## config.mk

```make
export PLATFORM = sky130hd
export DESIGN_NAME = spi_rx_match_fifo
export DESIGN_NICKNAME = d
export VERILOG_FILES = /design/src/rtl/spirx_pkg.sv /design/src/rtl/spirx_shifter.sv /design/src/rtl/spirx_queue.sv /design/src/rtl/spirx_flags.sv /design/src/rtl/spi_rx_match_fifo.sv
export SDC_FILE = /design/constraint.sdc
export NUM_CORES = 1
export LEC_CHECK = 0
export BUFFER_PORTS_ARGS = -buffer_cell sky130_fd_sc_hd__buf_2
export CORE_ASPECT_RATIO = 1.1
export CORE_MARGIN = 8
export CORE_UTILIZATION = 45
export DETAILED_ROUTE_END_ITERATION = 10
export GPL_TIMING_DRIVEN = 0
export PLACE_DENSITY_LB_ADDON = 0.25
export REMOVE_ABC_BUFFERS = 1
export SLEW_MARGIN = 20
export SYNTH_ARGS = -nofsm -noshare
export SYNTH_HDL_FRONTEND = slang
export SYNTH_SLANG_ARGS = --single-unit
```

## constraint.sdc

```tcl
create_clock -name clk -period 2.9 [get_ports clk]
set_input_delay 0.145 -clock clk [delete_from_list [all_inputs] [get_ports clk]]
set_output_delay 0.145 -clock clk [all_outputs]
set_load 0.02 [all_outputs]
```

## src/rtl/spirx_pkg.sv

```systemverilog
package spirx_pkg;
  localparam int FRAME_W = 16;

  // Watermark in stored entries: byte figure first, halved for word frames.
  function automatic int nf_limit(input logic wide, input logic wm, input int depth);
    int byte_lim;
    byte_lim = wm ? depth / 2 : depth - 2;
    return wide ? byte_lim / 2 : byte_lim;
  endfunction

  function automatic logic frame_hit(input logic [FRAME_W-1:0] d,
                                     input logic [FRAME_W-1:0] v,
                                     input logic wide);
    return wide ? (d == v) : (d[7:0] == v[7:0]);
  endfunction
endpackage

```

## src/rtl/spirx_shifter.sv

```systemverilog
module spirx_shifter
  import spirx_pkg::*;
(
  input  logic               clk,
  input  logic               rst_n,
  input  logic               frame_act,
  input  logic               sck_cap,
  input  logic               sdi,
  input  logic               frame_16,
  output logic               done,
  output logic [FRAME_W-1:0] data
);
  localparam int BCW = $clog2(FRAME_W);

  logic [FRAME_W-2:0] sh;
  logic [BCW-1:0]     bitcnt;
  logic [BCW-1:0]     last_bit;

  assign last_bit = frame_16 ? BCW'(FRAME_W - 1) : BCW'(7);

  always_ff @(posedge clk) begin
    if (!rst_n) begin
      sh     <= '0;
      bitcnt <= '0;
      done   <= 1'b0;
      data   <= '0;
    end else begin
      done <= 1'b0;
      if (!frame_act) begin
        bitcnt <= '0;
      end else if (sck_cap) begin
        sh <= {sh[FRAME_W-3:0], sdi};
        if (bitcnt == last_bit) begin
          bitcnt <= '0;
          done   <= 1'b1;
          data   <= frame_16 ? {sh, sdi} : {8'h00, sh[6:0], sdi};
        end else begin
          bitcnt <= bitcnt + 1'b1;
        end
      end
    end
  end
endmodule

```

## src/rtl/spirx_queue.sv

```systemverilog
module spirx_queue
  import spirx_pkg::*;
#(
  parameter int DEPTH = 8
) (
  input  logic                       clk,
  input  logic                       rst_n,
  input  logic                       frame_16,
  input  logic                       push,
  input  logic [FRAME_W-1:0]         push_data,
  input  logic                       pop,
  output logic [FRAME_W-1:0]         rd_data,
  output logic [$clog2(DEPTH+1)-1:0] count,
  output logic [$clog2(DEPTH+1)-1:0] count_nxt,
  output logic                       push_drop
);
  localparam int CW = $clog2(DEPTH + 1);
  localparam int PW = $clog2(DEPTH);

  logic [FRAME_W-1:0] mem [DEPTH];
  logic [PW-1:0]      wp, rp;
  logic [CW-1:0]      cap;
  logic               push_ok, pop_ok;

  assign cap       = frame_16 ? CW'(DEPTH / 2) : CW'(DEPTH);
  assign push_ok   = push && (count < cap);
  assign push_drop = push && (count >= cap);
  assign pop_ok    = pop && (count != '0);
  assign count_nxt = count + CW'(push_ok) - CW'(pop_ok);

  always_ff @(posedge clk) begin
    if (push_ok) mem[wp] <= push_data;
  end

  always_ff @(posedge clk) begin
    if (!rst_n) begin
      wp      <= '0;
      rp      <= '0;
      count   <= '0;
      rd_data <= '0;
    end else begin
      count <= count_nxt;
      if (push_ok) wp <= wp + 1'b1;
      if (pop) begin
        if (pop_ok) begin
          rd_data <= mem[rp];
          rp      <= rp + 1'b1;
        end else begin
          rd_data <= '0;
        end
      end
    end
  end
endmodule

```

## src/rtl/spirx_flags.sv

```systemverilog
module spirx_flags
  import spirx_pkg::*;
#(
  parameter int DEPTH = 8
) (
  input  logic                       clk,
  input  logic                       rst_n,
  input  logic                       frame_16,
  input  logic                       wm_sel,
  input  logic                       clr_mode,
  input  logic                       nf_ie,
  input  logic                       match_ie,
  input  logic [FRAME_W-1:0]         match_val,
  input  logic                       nf_clr,
  input  logic                       match_clr,
  input  logic                       frame_done,
  input  logic [FRAME_W-1:0]         frame_data,
  input  logic                       push_drop,
  input  logic [$clog2(DEPTH+1)-1:0] count_nxt,
  output logic                       near_full,
  output logic                       match_flag,
  output logic                       overrun,
  output logic                       irq
);
  logic above_nxt;
  logic hit_evt;

  assign above_nxt = int'(count_nxt) > nf_limit(frame_16, wm_sel, DEPTH);
  assign hit_evt   = frame_done && match_ie && frame_hit(frame_data, match_val, frame_16);

  always_ff @(posedge clk) begin
    if (!rst_n) begin
      near_full  <= 1'b0;
      match_flag <= 1'b0;
      overrun    <= 1'b0;
    end else begin
      near_full <= above_nxt || (clr_mode && near_full && !nf_clr);
      if (hit_evt)        match_flag <= 1'b1;
      else if (match_clr) match_flag <= 1'b0;
      if (push_drop)      overrun    <= 1'b1;
    end
  end

  assign irq = (near_full && nf_ie) || (match_flag && match_ie);
endmodule

```

## src/rtl/spi_rx_match_fifo.sv

```systemverilog
module spi_rx_match_fifo
  import spirx_pkg::*;
#(
  parameter int DEPTH = 8
) (
  input  logic                       clk,
  input  logic                       rst_n,
  input  logic                       frame_act,
  input  logic                       sck_cap,
  input  logic                       sdi,
  input  logic                       frame_16,
  input  logic                       wm_sel,
  input  logic                       clr_mode,
  input  logic                       nf_ie,
  input  logic                       match_ie,
  input  logic [15:0]                match_val,
  input  logic                       nf_clr,
  input  logic                       match_clr,
  input  logic                       rd_en,
  output logic [15:0]                rd_data,
  output logic [$clog2(DEPTH+1)-1:0] fifo_count,
  output logic                       near_full,
  output logic                       match_flag,
  output logic                       overrun,
  output logic                       irq
);
  localparam int CW = $clog2(DEPTH + 1);

  logic               frame_done;
  logic [FRAME_W-1:0] frame_data;
  logic [CW-1:0]      count_nxt;
  logic               push_drop;

  spirx_shifter u_shift (
    .clk, .rst_n, .frame_act, .sck_cap, .sdi, .frame_16,
    .done(frame_done), .data(frame_data)
  );

  spirx_queue #(.DEPTH(DEPTH)) u_queue (
    .clk, .rst_n, .frame_16,
    .push(frame_done), .push_data(frame_data), .pop(rd_en),
    .rd_data, .count(fifo_count), .count_nxt, .push_drop
  );

  spirx_flags #(.DEPTH(DEPTH)) u_flags (
    .clk, .rst_n, .frame_16, .wm_sel, .clr_mode, .nf_ie, .match_ie,
    .match_val, .nf_clr, .match_clr, .frame_done, .frame_data,
    .push_drop, .count_nxt, .near_full, .match_flag, .overrun, .irq
  );
endmodule

```

==> flow_metrics.env <==
export IMPL_grt_pass1_wl_mm=23.6
export IMPL_grt_pass1_vias=4408
export IMPL_netlist_instances=517
export IMPL_cp_cell_sequence="inv_2 -> ha_1 -> inv_1 -> o31a_1 -> ha_1 -> inv_1 -> ha_2 -> inv_1 -> fa_1 -> inv_2 -> ha_4 -> nor2b_1 -> o21ai_1 -> a32oi_1 -> o31a_1"
export IMPL_crit_path_top_delay_cell="fa_1"
export IMPL_yosys_warnings=0
export IMPL_place_ws_ns=-0.242
export IMPL_m1WireLength_mm=6.69
export IMPL_antenna_found_initial=0
export IMPL_grt_overflow_total=0
export IMPL_port_buffers=52
export IMPL_setup_violations=0
export IMPL_routed_via_count=4244
export IMPL_synthToLayoutAreaGrowth_pct=15.9
export IMPL_power_frac_seq=0.482
export IMPL_cts_sinks=196
export IMPL_skew_ns=0.00821
export IMPL_power_switching_share=0.253
export IMPL_r2r_cells=15
export IMPL_cp_arrival_ns=3.17
export IMPL_synthFlopType="edfxtp_1"
export IMPL_num_rows=50
export IMPL_synth_cell_types=41
export IMPL_numCtsBuffers=17
export IMPL_synth_top_area_share=0.489
export IMPL_period_share=0.984
export IMPL_grt_max_degree=51
export IMPL_period_needed_ns=2.85
export IMPL_synth_edf_count=128
export IMPL_start_kind="register"
export IMPL_place_hpwl_mm=10.1
export IMPL_cts_root_buf="clkbuf_16"
export IMPL_p_total_mw=6.62
export IMPL_top_layer_used="met4"
export IMPL_clock_latency_ns=0.43
export IMPL_whs_ns=0.0410
export IMPL_relSlewSlack=0.511
export IMPL_crit_top_cell="inv_1"
export IMPL_synth_area_top_cells="edfxtp_1 (49%), dfxtp_1 (17%), mux4_1 (9.7%), nand2_1 (3.7%), a21boi_0 (2.6%)"
export IMPL_die_area_mm2=0.0219
export IMPL_status="complete, no violations"
export IMPL_drc=0
export IMPL_power_frac_comb=0.182
export IMPL_wl_mm=14.9
export IMPL_cap_violations=0
export IMPL_slowest_delay_ns=0.52
export IMPL_cp_end_kind="register"
export IMPL_fmax_mhz=351
export IMPL_p_leak_nw=3.16
export IMPL_postRouteAntennaNets=0
export IMPL_htreeDepth=4
export IMPL_power_density_mw_per_mm2=726
export IMPL_drt_iter0_markers=314
export IMPL_cp_max_fo=3
export IMPL_cts_tree="built"
export IMPL_worstHoldStart="frame_act"
export IMPL_fp_dieW_um=142
export IMPL_path_class="register to register"
export IMPL_pwr_share_clk=0.336
export IMPL_seq_area_frac_synth=0.663
export IMPL_wl_per_cell_um=17.9
export IMPL_cp_required_ns=3.22
export IMPL_timing_final_hold_violations=0
export IMPL_num_nets_final=627
export IMPL_die_h_um=155
export IMPL_n_antenna_cell=0
export IMPL_cts_buffer_depth=2
export IMPL_ys_async_sr_fraction=0
export IMPL_clk_pin_slew_ns=0.07
export IMPL_irDropWorstVdd_mv=0.400
export IMPL_syn_cell_area_mm2=0.00786
export IMPL_dpl_cell_area_mm2=0.00846
export IMPL_dr_wl_met2_mm=7.39
export IMPL_min_to="u_shift.bitcnt[2]$_SDFFE_PN0P_"
export IMPL_cp_startpoint="u_queue.count[2]$_SDFF_PN0_"
export IMPL_worst_slew_pin_slew_ns=0.730
export IMPL_intPower_mw=4.94
export IMPL_final_area_mm2=0.00911
export IMPL_drive_gt1_frac=0.198
export IMPL_fillers=1408
export IMPL_worstReg2RegStart="u_queue.count[2]$_SDFF_PN0_"
export IMPL_hold_path_depth=3
export IMPL_ioPinCount=53
export IMPL_yosysTopAreaCell="edfxtp_1"
export IMPL_synth_seq_cells=196
export IMPL_rsz0062_at_grt="true"
export IMPL_grtUsageTotal=0.143
export IMPL_report_final_slew_viol_count=0
export IMPL_detail_route_first_pass_iterations=4
export IMPL_timing_rr_end="u_flags.near_full$_SDFF_PN0_"
export IMPL_coreArea_mm2=0.0171
export IMPL_viasPerCell=5.11
export IMPL_syn_avg_cell_area_um2=15.2
export IMPL_power_switching_mw=1.68
export IMPL_dr_wl_met3_um=588
export IMPL_ff2ff_setup_slack_ns=0.05
export IMPL_gp_congestion=0.719
export IMPL_initial_core_util=0.460
export IMPL_worst_slack_ns=0.0475
export IMPL_hold_path_class="input port to register"
cell families (layout without fill, tap and decap cells):
group           after synthesis  in the layout  synth area share
xor+xnor                     24             24            0.0268
fa+ha+maj                    14             14            0.0233
buf+inv                      36            116            0.0255
simple gates                132            132            0.0761
mux                          51             51             0.130
flops                       196            196             0.663
compound gates               64             64            0.0561
layer usage:
layer / vias up / global-route usage
met3: 19 / 0.0320
met2: 88 / 0.238
met1: 2071 / 0.176
li1: 2066 / -
met5: - / 0
met4: 0 / 0.0584
synth_stat cells, types with 2 or more instances:
| library cell | number |
|---|---|
| inv_1 | 11 |
| nand2b_1 | 4 |
| mux2i_1 | 19 |
| buf_2 | 3 |
| nor2_1 | 11 |
| xor2_1 | 4 |
| nand2_1 | 78 |
| o31a_1 | 2 |
| ha_1 | 13 |
| buf_4 | 3 |
| o21ai_1 | 16 |
| a21o_1 | 2 |
| buf_1 | 4 |
| xnor2_1 | 20 |
| edfxtp_1 | 128 |
| nor2b_1 | 8 |
| a21boi_1 | 7 |
| and2_1 | 8 |
| mux4_1 | 29 |
| buf_6 | 3 |
| clkbuf_1 | 10 |
| nand3_1 | 10 |
| nand4_1 | 5 |
| mux4_2 | 3 |
| dfxtp_1 | 68 |
| and3_1 | 2 |
| o21ai_0 | 2 |
| a21boi_0 | 27 |
| nor3_1 | 3 |
| o21a_1 | 3 |
worst max-delay path: cells and delay by family, from the launching register on:
family	cells	cell delay [ns]
adders and majority gates	5	1.32
AOI/OAI and AO/OA	4	0.71
DFF	1	0.32
and+or+nand+nor	1	0.12
buffers and inverters	5	0.29
flip-flops by register name (all words and copies together) (netlist names), named ones only:
register / cells
u_queue.rp: 3
u_shift.bitcnt: 4
u_flags.match_flag: 1
u_queue.wp: 3
u_shift.sh: 15
u_shift.data: 16
u_flags.near_full: 1
u_queue.rd_data: 16
u_flags.overrun: 1
u_queue.count: 4
u_queue.mem: 128
u_shift.done: 1
stage by stage:
step            util  cells  setup TNS, ns
3_5_place_dp   0.495    790         -0.242
5_1_grt        0.533    831         -0.149
2_1_floorplan      -    492       -0.00332
6_report       0.533    831              0
3_3_place_gp   0.483    778         -76.37
4_1_cts        0.530    825        -0.0762
layout make-up:
cell class | instances | area (um^2) | share of cell area
Clock buffer | 22 | 444 | 0.0488
Timing Repair Buffer | 73 | 508 | 0.0558
Sequential cell | 196 | 5210 | 0.572
Inverter | 11 | 41.3 | 0.00453
Clock inverter | 10 | 111 | 0.0122
Multi-Input combinational cell | 285 | 2500 | 0.274
Tap cell | 234 | 293 | 0.0321
worst max path at each step:
| stage | cells after the start | to | slack, ns |
|---|---|---|---|
| 6_report | 15 | u_flags.near_full$_SDFF_PN0_ | 0.05 |
| 4_1_cts | 15 | u_flags.near_full$_SDFF_PN0_ | -0.08 |
| 3_5_place_dp | 13 | u_flags.near_full$_SDFF_PN0_ | -0.24 |
| 3_3_place_gp | 6 | u_queue.mem[0][14]$_DFFE_PP_ | -1.35 |
| 2_1_floorplan | 15 | u_flags.near_full$_SDFF_PN0_ | -0.003 |
| 5_1_grt | 15 | u_flags.near_full$_SDFF_PN0_ | -0.15 |
cell usage in the layout, fill, tap and decap left out, types with 5 or more instances in the layout:
cell type / n
nand4_1: 5
and2_1: 8
edfxtp_1: 128
mux2i_1: 19
nor2_1: 5
xnor2_1: 20
ha_1: 11
clkbuf_16: 17
o21ai_1: 17
nand3_1: 10
nor2b_1: 7
nor2_2: 6
clkbuf_1: 5
buf_4: 9
buf_2: 52
dfxtp_1: 63
mux4_1: 29
dfxtp_2: 5
inv_1: 9
nand2_1: 78
a21boi_0: 27
a21boi_1: 7
repair_timing:
item	4_1_cts	5_1_grt
endpoints found under the setup margin	1	1
hold endpoints to repair	3	0
setup buffers	1	6
resized for setup	4	4
pin swaps	2	5
hold buffers	2	0
power by group through the flow:
| stage | clock network, mW | registers, mW | logic (mW) |
|---|---|---|---|
| final | 2.22 | 3.19 | 1.20 |
| after global routing | 2.37 | 3.21 | 1.34 |
| after global placement | 0 | 3.32 | 1.00 |
| after floorplan | 0 | 3.35 | 0.671 |
| after detailed placement | 0 | 3.25 | 1.16 |
| after CTS | 2.26 | 3.19 | 1.18 |
(Power assumes the default switching activity.)
